--- src/rtl/bwalu_pkg.sv ---
package bwalu_pkg;
  localparam int OP_W = 4;

  typedef enum logic [OP_W-1:0] {
    OP_SEXT = 4'd0,
    OP_ZEXT = 4'd1,
    OP_TEST = 4'd2,
    OP_NEG  = 4'd3,
    OP_CLR  = 4'd4,
    OP_TSET = 4'd5,
    OP_AND  = 4'd6,
    OP_OR   = 4'd7,
    OP_XOR  = 4'd8,
    OP_NOT  = 4'd9
  } op_e;

  localparam logic [OP_W-1:0] OP_LAST = 4'd9;

  typedef struct packed {
    logic legal;
    logic wb;
    logic flag_from_opnd;
    logic full_width;
    logic flag_word;
  } ctl_t;
endpackage

--- src/rtl/bwalu_decode.sv ---
module bwalu_decode
  import bwalu_pkg::*;
(
  input  logic [OP_W-1:0] op,
  input  logic            word,
  output ctl_t            ctl
);
  logic known;
  logic byte_only;

  always_comb begin
    known     = (op <= OP_LAST);
    byte_only = (op == OP_SEXT) || (op == OP_ZEXT) || (op == OP_TSET);
    ctl.legal = known && !(word && byte_only);
    ctl.wb    = ctl.legal && (op != OP_TEST);
    ctl.flag_from_opnd = (op == OP_TEST) || (op == OP_TSET);
    ctl.full_width     = (op == OP_SEXT) || (op == OP_ZEXT) || word;
    ctl.flag_word      = word && !byte_only;
  end
endmodule

--- src/rtl/bwalu_compute.sv ---
module bwalu_compute
  import bwalu_pkg::*;
#(
  parameter int DATA_W = 16,
  parameter int LO_W   = 8
) (
  input  logic [OP_W-1:0]   op,
  input  logic              full_width,
  input  logic [DATA_W-1:0] dst,
  input  logic [DATA_W-1:0] src,
  output logic [DATA_W-1:0] result
);
  localparam int HI_W = DATA_W - LO_W;

  logic [DATA_W-1:0] raw;
  logic [DATA_W-1:0] keep_mask;

  always_comb begin
    case (op)
      OP_SEXT: raw = {{HI_W{dst[LO_W-1]}}, dst[LO_W-1:0]};
      OP_ZEXT: raw = {{HI_W{1'b0}}, dst[LO_W-1:0]};
      OP_NEG:  raw = {DATA_W{1'b0}} - dst;
      OP_CLR:  raw = '0;
      OP_TSET: raw = dst | (DATA_W'(1) << (LO_W - 1));
      OP_AND:  raw = dst & src;
      OP_OR:   raw = dst | src;
      OP_XOR:  raw = dst ^ src;
      OP_NOT:  raw = ~dst;
      default: raw = dst;
    endcase
  end

  for (genvar i = 0; i < DATA_W; i++) begin : g_lane
    if (i < LO_W) begin : g_lo
      assign keep_mask[i] = 1'b0;
    end else begin : g_hi
      assign keep_mask[i] = !full_width;
    end
  end

  assign result = (raw & ~keep_mask) | (dst & keep_mask);
endmodule

--- src/rtl/bwalu_flags.sv ---
module bwalu_flags #(
  parameter int DATA_W = 16,
  parameter int LO_W   = 8
) (
  input  logic [DATA_W-1:0] value,
  input  logic              word,
  output logic              neg,
  output logic              zero
);
  always_comb begin
    if (word) begin
      neg  = value[DATA_W-1];
      zero = (value == '0);
    end else begin
      neg  = value[LO_W-1];
      zero = (value[LO_W-1:0] == '0);
    end
  end
endmodule

--- src/rtl/bwalu_out_stage.sv ---
module bwalu_out_stage #(
  parameter int DATA_W = 16
) (
  input  logic              clk,
  input  logic              rst,
  input  logic              vld,
  input  logic              legal,
  input  logic              wb,
  input  logic [DATA_W-1:0] res_d,
  input  logic              n_d,
  input  logic              z_d,
  output logic [DATA_W-1:0] res_q,
  output logic              we_q,
  output logic              n_q,
  output logic              z_q,
  output logic              err_q
);
  always_ff @(posedge clk) begin
    if (rst) begin
      res_q <= '0;
      we_q  <= 1'b0;
      n_q   <= 1'b0;
      z_q   <= 1'b0;
      err_q <= 1'b0;
    end else if (vld) begin
      we_q  <= wb;
      err_q <= !legal;
      if (legal) begin
        n_q <= n_d;
        z_q <= z_d;
      end
      if (wb) res_q <= res_d;
    end else begin
      we_q  <= 1'b0;
      err_q <= 1'b0;
    end
  end

  AST_IDLE_QUIET: assert property (@(posedge clk) disable iff (rst)
    !$past(vld) |-> (!we_q && !err_q));
  AST_WE_ERR_EXCL: assert property (@(posedge clk) disable iff (rst)
    !(we_q && err_q));
  AST_ERR_HOLDS: assert property (@(posedge clk) disable iff (rst)
    err_q |-> ($stable(n_q) && $stable(z_q) && $stable(res_q)));
endmodule

--- src/rtl/bw_unary_alu.sv ---
module bw_unary_alu
  import bwalu_pkg::*;
#(
  parameter int DATA_W = 16,
  parameter int LO_W   = 8
) (
  input  logic              clk,
  input  logic              rst,
  input  logic              in_vld,
  input  logic [OP_W-1:0]   in_op,
  input  logic              in_word,
  input  logic [DATA_W-1:0] dst_in,
  input  logic [DATA_W-1:0] src_in,
  output logic [DATA_W-1:0] res_q,
  output logic              res_we,
  output logic              flag_n,
  output logic              flag_z,
  output logic              err
);
  ctl_t              ctl;
  logic [DATA_W-1:0] result;
  logic [DATA_W-1:0] flag_src;
  logic              n_d;
  logic              z_d;

  bwalu_decode u_decode (
    .op   (in_op),
    .word (in_word),
    .ctl  (ctl)
  );

  bwalu_compute #(.DATA_W(DATA_W), .LO_W(LO_W)) u_compute (
    .op         (in_op),
    .full_width (ctl.full_width),
    .dst        (dst_in),
    .src        (src_in),
    .result     (result)
  );

  assign flag_src = ctl.flag_from_opnd ? dst_in : result;

  bwalu_flags #(.DATA_W(DATA_W), .LO_W(LO_W)) u_flags (
    .value (flag_src),
    .word  (ctl.flag_word),
    .neg   (n_d),
    .zero  (z_d)
  );

  bwalu_out_stage #(.DATA_W(DATA_W)) u_out (
    .clk   (clk),
    .rst   (rst),
    .vld   (in_vld),
    .legal (ctl.legal),
    .wb    (ctl.wb),
    .res_d (result),
    .n_d   (n_d),
    .z_d   (z_d),
    .res_q (res_q),
    .we_q  (res_we),
    .n_q   (flag_n),
    .z_q   (flag_z),
    .err_q (err)
  );

  AST_TEST_NO_WB: assert property (@(posedge clk) disable iff (rst)
    $past(in_vld && (in_op == OP_TEST)) |-> (!res_we && $stable(res_q)));
  AST_TSET_BIT: assert property (@(posedge clk) disable iff (rst)
    $past(in_vld && (in_op == OP_TSET) && !in_word) |-> res_q[LO_W-1]);
  AST_BYTE_HIGH_KEPT: assert property (@(posedge clk) disable iff (rst)
    $past(in_vld && !in_word && (in_op >= OP_NEG) && (in_op <= OP_LAST))
      |-> (res_q[DATA_W-1:LO_W] == $past(dst_in[DATA_W-1:LO_W])));
endmodule

--- config.mk ---
export PLATFORM = sky130hd
export DESIGN_NAME = bw_unary_alu
export DESIGN_NICKNAME = d
export VERILOG_FILES = /design/src/rtl/bwalu_pkg.sv /design/src/rtl/bwalu_decode.sv /design/src/rtl/bwalu_compute.sv /design/src/rtl/bwalu_flags.sv /design/src/rtl/bwalu_out_stage.sv /design/src/rtl/bw_unary_alu.sv
export SDC_FILE = /design/constraint.sdc
export NUM_CORES = 1
export LEC_CHECK = 0
export CAP_MARGIN = 20
export CORE_MARGIN = 5
export CORE_UTILIZATION = 57
export DETAILED_ROUTE_END_ITERATION = 7
export PLACE_DENSITY = 0.87
export REMOVE_ABC_BUFFERS = 1
export SYNTH_ARGS = -nofsm -noshare
export SYNTH_HDL_FRONTEND = slang
export SYNTH_HIERARCHICAL = 1
export SYNTH_SLANG_ARGS = --single-unit
export TNS_END_PERCENT = 20
--- constraint.sdc ---
create_clock -name clk -period 8.15 [get_ports clk]
set_input_delay 2.445 -clock clk [delete_from_list [all_inputs] [get_ports clk]]
set_output_delay 2.445 -clock clk [all_outputs]
set_load 0.05 [all_outputs]
==> results of run 1 <==
layer usage:
layer  share of wire, %  vias to the layer above
met5                  0                        -
met4                1.7                        0
met3                6.2                       14
met2                 51                      125
met1                 41                     1418
li1                   -                     1448
where the power goes:
part / switching (W) / total (W) / internal, W
clock network: 0.0000301 / 0.0000629 / 0.0000328
registers: 0.00000283 / 0.000106 / 0.000103
logic: 0.000102 / 0.000179 / 0.0000773
total: 0.000135 / 0.000348 / 0.000214
cell type report:
cell class	count	share of cell area [%]
clock buffer	3	1.15
inverter	37	3.88
multi-input combinational	290	64.4
sequential	20	11.2
tap	70	2.44
timing repair buffer	61	16.9
flip-flops by register name, summed over array words and instances, names as in the netlist:
name,count
u_out/we_q,1
u_out/n_q,1
u_out/z_q,1
u_out/res_q,16
u_out/err_q,1
synth_stat cells, types with 4 or more instances:
| cell | number | area, µm² |
|---|---|---|
| nand2_1 | 28 | 105 |
| nor2_1 | 10 | 37.5 |
| buf_2 | 12 | 60.1 |
| a22oi_1 | 9 | 67.6 |
| nor4_1 | 5 | 31.3 |
| o211ai_1 | 12 | 90.1 |
| ha_1 | 33 | 413 |
| a21oi_1 | 19 | 95.1 |
| nor2b_1 | 10 | 62.6 |
| buf_6 | 4 | 45.0 |
| a21oi_2 | 15 | 131 |
| o21ai_0 | 22 | 110 |
| a21bo_1 | 13 | 130 |
| o31ai_1 | 5 | 37.5 |
| mux2_4 | 10 | 150 |
| inv_1 | 37 | 139 |
| or3_1 | 4 | 25.0 |
| buf_4 | 4 | 30.0 |
| a21bo_2 | 5 | 50.1 |
| dfxtp_1 | 20 | 400 |
| nand3_1 | 23 | 115 |
| mux2_2 | 7 | 78.8 |
worst reg2reg max path, delay by kind of cell, from the launching register on:
family,cells,cell delay (ns)
AO/OA/AOI/OAI,2,0.38
flip-flops,1,0.34
metrics by stage:
step           hold slack, ns  worst slack (ns)  util (%)  instances  power [W]
2_1_floorplan           0.806              3.08         -        347   0.000213
3_3_place_gp            0.562              2.24      69.3        478   0.000280
3_5_place_dp            0.567              2.10      69.3        478   0.000284
4_1_cts                 0.585              2.26      70.1        481   0.000349
5_1_grt                 0.602              1.91      70.1        481   0.000370
6_report                0.584              2.19      70.1        481   0.000348
cells by family after synthesis:
group                      after synthesis
AOI/OAI and AO/OA                      130
and+or+nand+nor                        106
buffers and inverters                   62
adders and majority gates               33
muxes                                   21
DFF                                     20
worst paths after layout:
check	start	endpoint	slack (ns)
max	in_op[1]	u_out/z_q	2.19
min	u_out/n_q	u_out/n_q	0.58
max reg2reg	u_out/res_q[10]	u_out/res_q[10]	7.34
min reg2reg	u_out/n_q	u_out/n_q	0.58
==> run summary, run 1 <==
For this run the aggregate overflow at the end of global routing stands at 0. In the layout the commonest cells are clkdlybuf4s50_1, inv_1, ha_1, nand2_1, nand3_1. For this run, asynchronously set or reset flops after synthesis account for 0%. The final estimated routing congestion in global placement was 0.920. Of all nets on the critical path, the largest fanout is 26. The count of different cell masters after synthesis was 69; the number of enable flip-flop cells after synthesis was 0.

Mean cell area of the mapped netlist: 8.09 µm². The worst setup path is captured at a flop. The number of inserted diodes is 0, and the detailed-route wire length per cell is 17.0 µm.

The commonest non-fill, non-tap cell in the layout is clkdlybuf4s50_1. From left edge to right edge, the die measures 82.6 µm. The placed instances occupy a cell area of 0.00354 mm².

The run gives 0 as the final number of setup-violating endpoints. The buffer and inverter count on the worst path was 1; the post-synthesis cell count was 372. In the global route stage, met3 resource usage came out at 3.58%. The final critical delay including setup and external delays was 5.96 ns.

Entering global routing, the biggest net connects 39 pins. Dividing the final minimum period by the clock period gives 73.1%. The cell with the biggest individual delay on the critical path was clkdlybuf4s50_1. Counting flops and latches in the post-synthesis netlist gives 20. In this design, the largest share of critical-path delay is due to compound AO/OA/AOI/OAI gates.

The number of hold buffers added after cts came out at 0. The worst setup path is launched from a primary input. For the count of final max-slew check failures, the log shows 0. Critical path arrival: 6.13 ns. Across the whole layout, storage elements account for 400 µm².

Once the floorplan was initialized, standard cells occupied 58.9% of the core. The logs give 0 for the number of failing hold endpoints at the final stage and 168 MHz for the peak clock frequency supported by timing. The overall global routing resource usage is 24.0%. The logs give 0.00358 mm² for the design area and 486 for the number of nets in the layout.

For the post-synth design cell area, the log shows 0.00301 mm². The share of synthesized area occupied by flip-flops and latches was 13.3%. The worst-case clock skew is 0 ns. The tools report the root cell of the clock tree as clkbuf_8. The clock net in this run drives a total of 20 sinks.

The path type of the worst setup path is primary input to flop. Summing the areas of all and, or, nand and nor instances in the mapped netlist gives 20.8% of the synthesized area. The clock passes through at most 2 buffers. In this run the standard cell core region covers 0.00511 mm². The adder-cell area share of the yosys netlist came out at 13.7%. On the worst path, the slowest cell contributes a delay of 0.89 ns. Across the run, the number of max-cap violations was 0. The busiest layer in global routing was met2.

The complex-gate fraction of the synthesized area came out at 32.9%. Violation count after the first detailed-routing iteration: 239. The run gives 26 as the total number of placement rows.

The multi-input combinational cells in the finished layout cover a total of 0.00231 mm². The clock insertion delay at the later pin of the skew report came out at 0.25 ns. For the global-route wire length before repair, the log shows 13100 µm.

In the routed design, unresolved DRC markers number 0. Setup repair after global routing left no endpoint under its margin. The most used flip-flop cell after synthesis is dfxtp_1. The cell depth of the worst hold path works out to 2. The final-layout setup total negative slack was 0 ns. The run gives 8190 µm as the wire length after detailed routing.

For the pin with the worst max-slew slack, the measured transition is 1.07 ns. For the number of filler instances in the final layout, the log shows 433. The number of antenna violations at the first check in global routing came out at 0. The number of global-route vias before repair is 2791, and the count of input and output buffers is 59.

The total CTS buffers came out at 3. Share of the synthesized netlist area taken by xor and xnor gates: 0%. The tools report the detailed-router iteration count before antenna repair as 4. The area enclosed by the die boundary is 0.00683 mm², and the cell count of the worst reg-to-reg path is 2. The tools report the met1 track utilization from global routing as 29.2%. The portion of synthesized area spent on multiplexers is 8.99%.

After clock tree synthesis, the repair step resized 0 gates. Required time reported for the critical path endpoint: 8.32 ns. The count of H-tree levels built during CTS was 1; the power density over the cells was 97.3 mW/mm². The routed layout has 3005 vias. During synthesis, Yosys emitted a total of 6 warnings.

Clock-pin slew was measured on the worst setup and hold paths at 0.07 ns. The run gives 0 as the number of buffers added for setup after CTS. The fraction of final layout cells with drive strength greater than 1 came out at 15.1%.

Dividing the detail-routed via count by the number of cells gives 6.25. The final antenna-violating net count was 0. The flow ran to the end, and the final reports show no timing, DRC or antenna violations.

For the HPWL reported at the end of detailed placement, the log shows 5980 µm. Measured along the y axis, the die boundary spans 82.6 µm. The critical path crosses 12 cells after its start point. Pin placement for this block handled 60 I/O pins. The path type of the worst min-delay path was flop to flop. After synthesis, the largest family of logic cells by area is compound AO/OA/AOI/OAI gates.

Summed over all cells, the static leakage comes to 1.43 nW. VDD sags by at most 0.103 mV. Global routing consumed, on the met2 layer, 44.6% of the routing resources. TritonCTS built the clock tree. The tools report the headroom to the max-slew limit as 28.6%.

Walking the worst path, the cells encountered are clkdlybuf4s50_1 > o31ai_1 > nor2b_1 > a22oi_1 > or3_1 > a2bb2oi_1 > mux2_2 > nor4_1 > nand2_1 > a21oi_2 > nand3_1 > a21oi_1. The relative area change from synthesis to final layout came out at 19.1%.
Note: power is estimated with default switching activity, not from simulation.
==> run 2: changes to the inputs <==
Settings changed: CORE_UTILIZATION 57 to 48, PLACE_DENSITY 0.87 to 0.78.
Clock period 8.15 ns to 5.09 ns, I/O delays scaled along.
==> run 2 against run 1 <==
  * Setup slack got worse by 1.6 ns
  * First-iteration DRC count increased by 18%
  * Combinational power up 66%
  * Total power increased by 80%
==> run summary, run 2 (synthesis gave the netlist of run 1 again) <==
The flow ran to the end, and the final reports show no timing, DRC or antenna violations. The initial cell density of the core was 50.2% (-8.7 points). The leakage power summed over all cells came out at 1.49 nW (+4.3%). The headroom to the max-slew limit is 32.7% (+4.1 points). The met2 usage was 39.0% (-5.5 points). CTS placed an instance of clkbuf_8 at the clock tree root.

The final core utilization is 61.7% (-8.5 points). The tools report the final setup slack of the worst path as 0.587 ns (-1.60 ns). The number of max-cap violations was 0 (unchanged). Nature of the critical path startpoint: a primary input. TritonCTS built the clock tree.

The run gives 2906 (+4.1%) as the number of global-route vias before repair. The number of inserted diodes was 0 (unchanged). Mean number of vias per cell: 6.32 (+1.1%).

The number of hold buffers added after cts came out at 0 (unchanged). The final number of setup-violating endpoints is 0 (unchanged). The global-route wire length before repair is 14200 µm (+8.7%), and the count of final max-slew check failures is 0 (unchanged).

The detailed-route wire length per cell is 18.2 µm (+7.0%), and the total CTS buffers is 3 (unchanged). The pre-CTS worst setup slack came out at 0.371 ns (-1.73 ns). The global routing met3 resource utilization is 3.41% (-0.17 points), and the overall global routing resource usage is 22.3% (-1.7 points). The number of buffers added for setup after CTS is 0 (unchanged). The clock insertion delay at the later pin of the skew report came out at 0.26 ns (about the same). The fraction of final layout cells with drive strength greater than 1 was 17.3% (+2.2 points). The count of H-tree levels built during CTS came out at 1 (unchanged). The flip-flop count of the largest register, all copies and words added is 16 (unchanged), and the worst ir drop on vdd is 0.169 mV (+65%). The met1 track utilization from global routing is 29.1% (-0.17 points), and the die width is 89.2 µm (+7.9%). Counting flops per register, the top entry is u_out/res_q. Commonest non-fill, non-tap cell in the layout: clkdlybuf4s50_1. The largest fanout on the critical path works out to 6 (-77%). The wire length after detailed routing was 9060 µm (+11%). The logs give 6640 µm (+11%) for the HPWL reported at the end of detailed placement and 60 (unchanged) for the count of boundary I/O pins. Number of clock sinks: 20 (unchanged). The number of remaining DRC errors was 0 (unchanged); the die outline height was 89.2 µm (+7.9%). The number of failing hold endpoints at the final stage was 0 (unchanged). The minimum setup slack among reg-to-reg paths was 4.31 ns (-3.03 ns). The tools report the detailed-router iteration count before antenna repair as 5 (+1).

For the final estimated routing congestion in global placement, the log shows 0.945 (+2.7%). The worst setup path is captured at a flop. The number of antenna violations at the first check in global routing is 0 (unchanged), and the count of cells resized by post-cts repair is 0 (unchanged).

The transition at the pin with the smallest max-transition slack came out at 1.01 ns (-0.0651 ns). For the worst-case clock buffer depth, the log shows 2 (unchanged). The run gives 0 ns (unchanged) as the final-layout setup total negative slack.

The area of the placeable core was 0.00599 mm² (+17%). The run gives 496 (+2.1%) as the number of nets in the layout. Power density over the cells: 169 mW/mm² (+74%). Setup repair after global routing left no endpoint under its margin. The worst slack on hold paths is 0.577 ns (-0.00706 ns). In the layout the commonest cells are clkdlybuf4s50_1, inv_1, ha_1, nand2_1, nand3_1. The final critical delay including setup and external delays is 4.50 ns, and the worst-case clock skew is 0 ns (unchanged). The path type of the worst min-delay path was flop to flop. The logs give 3139 (+4.5%) for the via count of the routed design and 0.00795 mm² (+16%) for the area enclosed by the die boundary.

The total number of placement rows is 28 (+7.7%). The path type of the worst setup path was primary input to flop. The tools report the number of filler instances in the final layout as 557 (+29%).

For the overall overflow remaining after global route, the log shows 0 (unchanged). The tools report the final antenna-violating net count as 0 (unchanged). The critical path arrival was 4.67 ns (-1.46 ns). The violation count after the first detailed-routing iteration is 282 (+18%). The largest net degree at the start of global routing is 39 (unchanged). The count of input and output buffers is 59 (unchanged), and the relative area change from synthesis to final layout is 22.8%. The busiest layer in global routing is met2. The required time reported for the critical path endpoint was 5.26 ns (-3.06 ns). Clock-pin transition on the worst setup and hold timing paths: 0.07 ns (about the same).

After layout, the worst path uses 88.5% of the clock period. Derived from the worst setup path, the maximum achievable clock frequency is 222 MHz.
==> run 2: cell types whose count changed in the layout (fill, tap and decap cells not counted), sizes merged <==
cell,before,now
buf,2,12
bufinv,0,1
==> run 2: where the power goes <==
part           leakage, nW  internal [W]  total, W  switching (W)
clock network       0.0357      0.000105  0.000158      0.0000535
registers            0.163      0.000166  0.000170     0.00000418
logic                 1.29      0.000128  0.000297       0.000169
total                 1.49      0.000399  0.000626       0.000227
==> run 2: area by class of cell <==
type                            count  area (µm²)  area share [%]
Clock buffer                        3        41.3            1.12
Inverter                           37         139            3.76
Clock inverter                      1        30.0           0.813
Tap cell                           75        93.8            2.54
Timing Repair Buffer               71         681            18.4
Multi-Input combinational cell    290        2310            62.5
Sequential cell                    20         400            10.8
==> run 2: worst paths after layout <==
path | startpoint | to | depth (start not counted)
worst min-delay path | u_out/res_q[11] | u_out/res_q[11] | 2
worst min register to register | u_out/res_q[11] | u_out/res_q[11] | 2
worst max-delay path | dst_in[0] | u_out/z_q | 14
worst max register to register | u_out/z_q | u_out/z_q | 2
==> run 2: per-layer routing <==
layer	part of all wire [%]	up-vias	wire (µm)
met5	0	-	0
met4	2.1	0	194
met3	8.5	22	772
met2	48	152	4310
met1	42	1488	3790
li1	-	1477	-
==> run 2: worst max-delay path, stage by stage <==
cell and delay [ns]:
clkdlybuf4s50_1 0.53, inv_1 0.16, ha_1 0.19, or3b_4 0.41
nor3_2 0.30, nand4_1 0.17, o31ai_1 0.23, a22oi_1 0.14
mux2_4 0.28, nor4_1 0.27, nand2_1 0.11, a21oi_2 0.14
nand3_1 0.07, a21oi_1 0.13
==> run 2: stage by stage <==
| stage | cells | power [W] | instance area (µm²) |
|---|---|---|---|
| after floorplan | 347 | 0.000341 | 2840 |
| after global placement | 493 | 0.000458 | 3620 |
| after detailed placement | 493 | 0.000465 | 3620 |
| after CTS | 497 | 0.000625 | 3690 |
| after global routing | 497 | 0.000662 | 3690 |
| final | 497 | 0.000626 | 3690 |
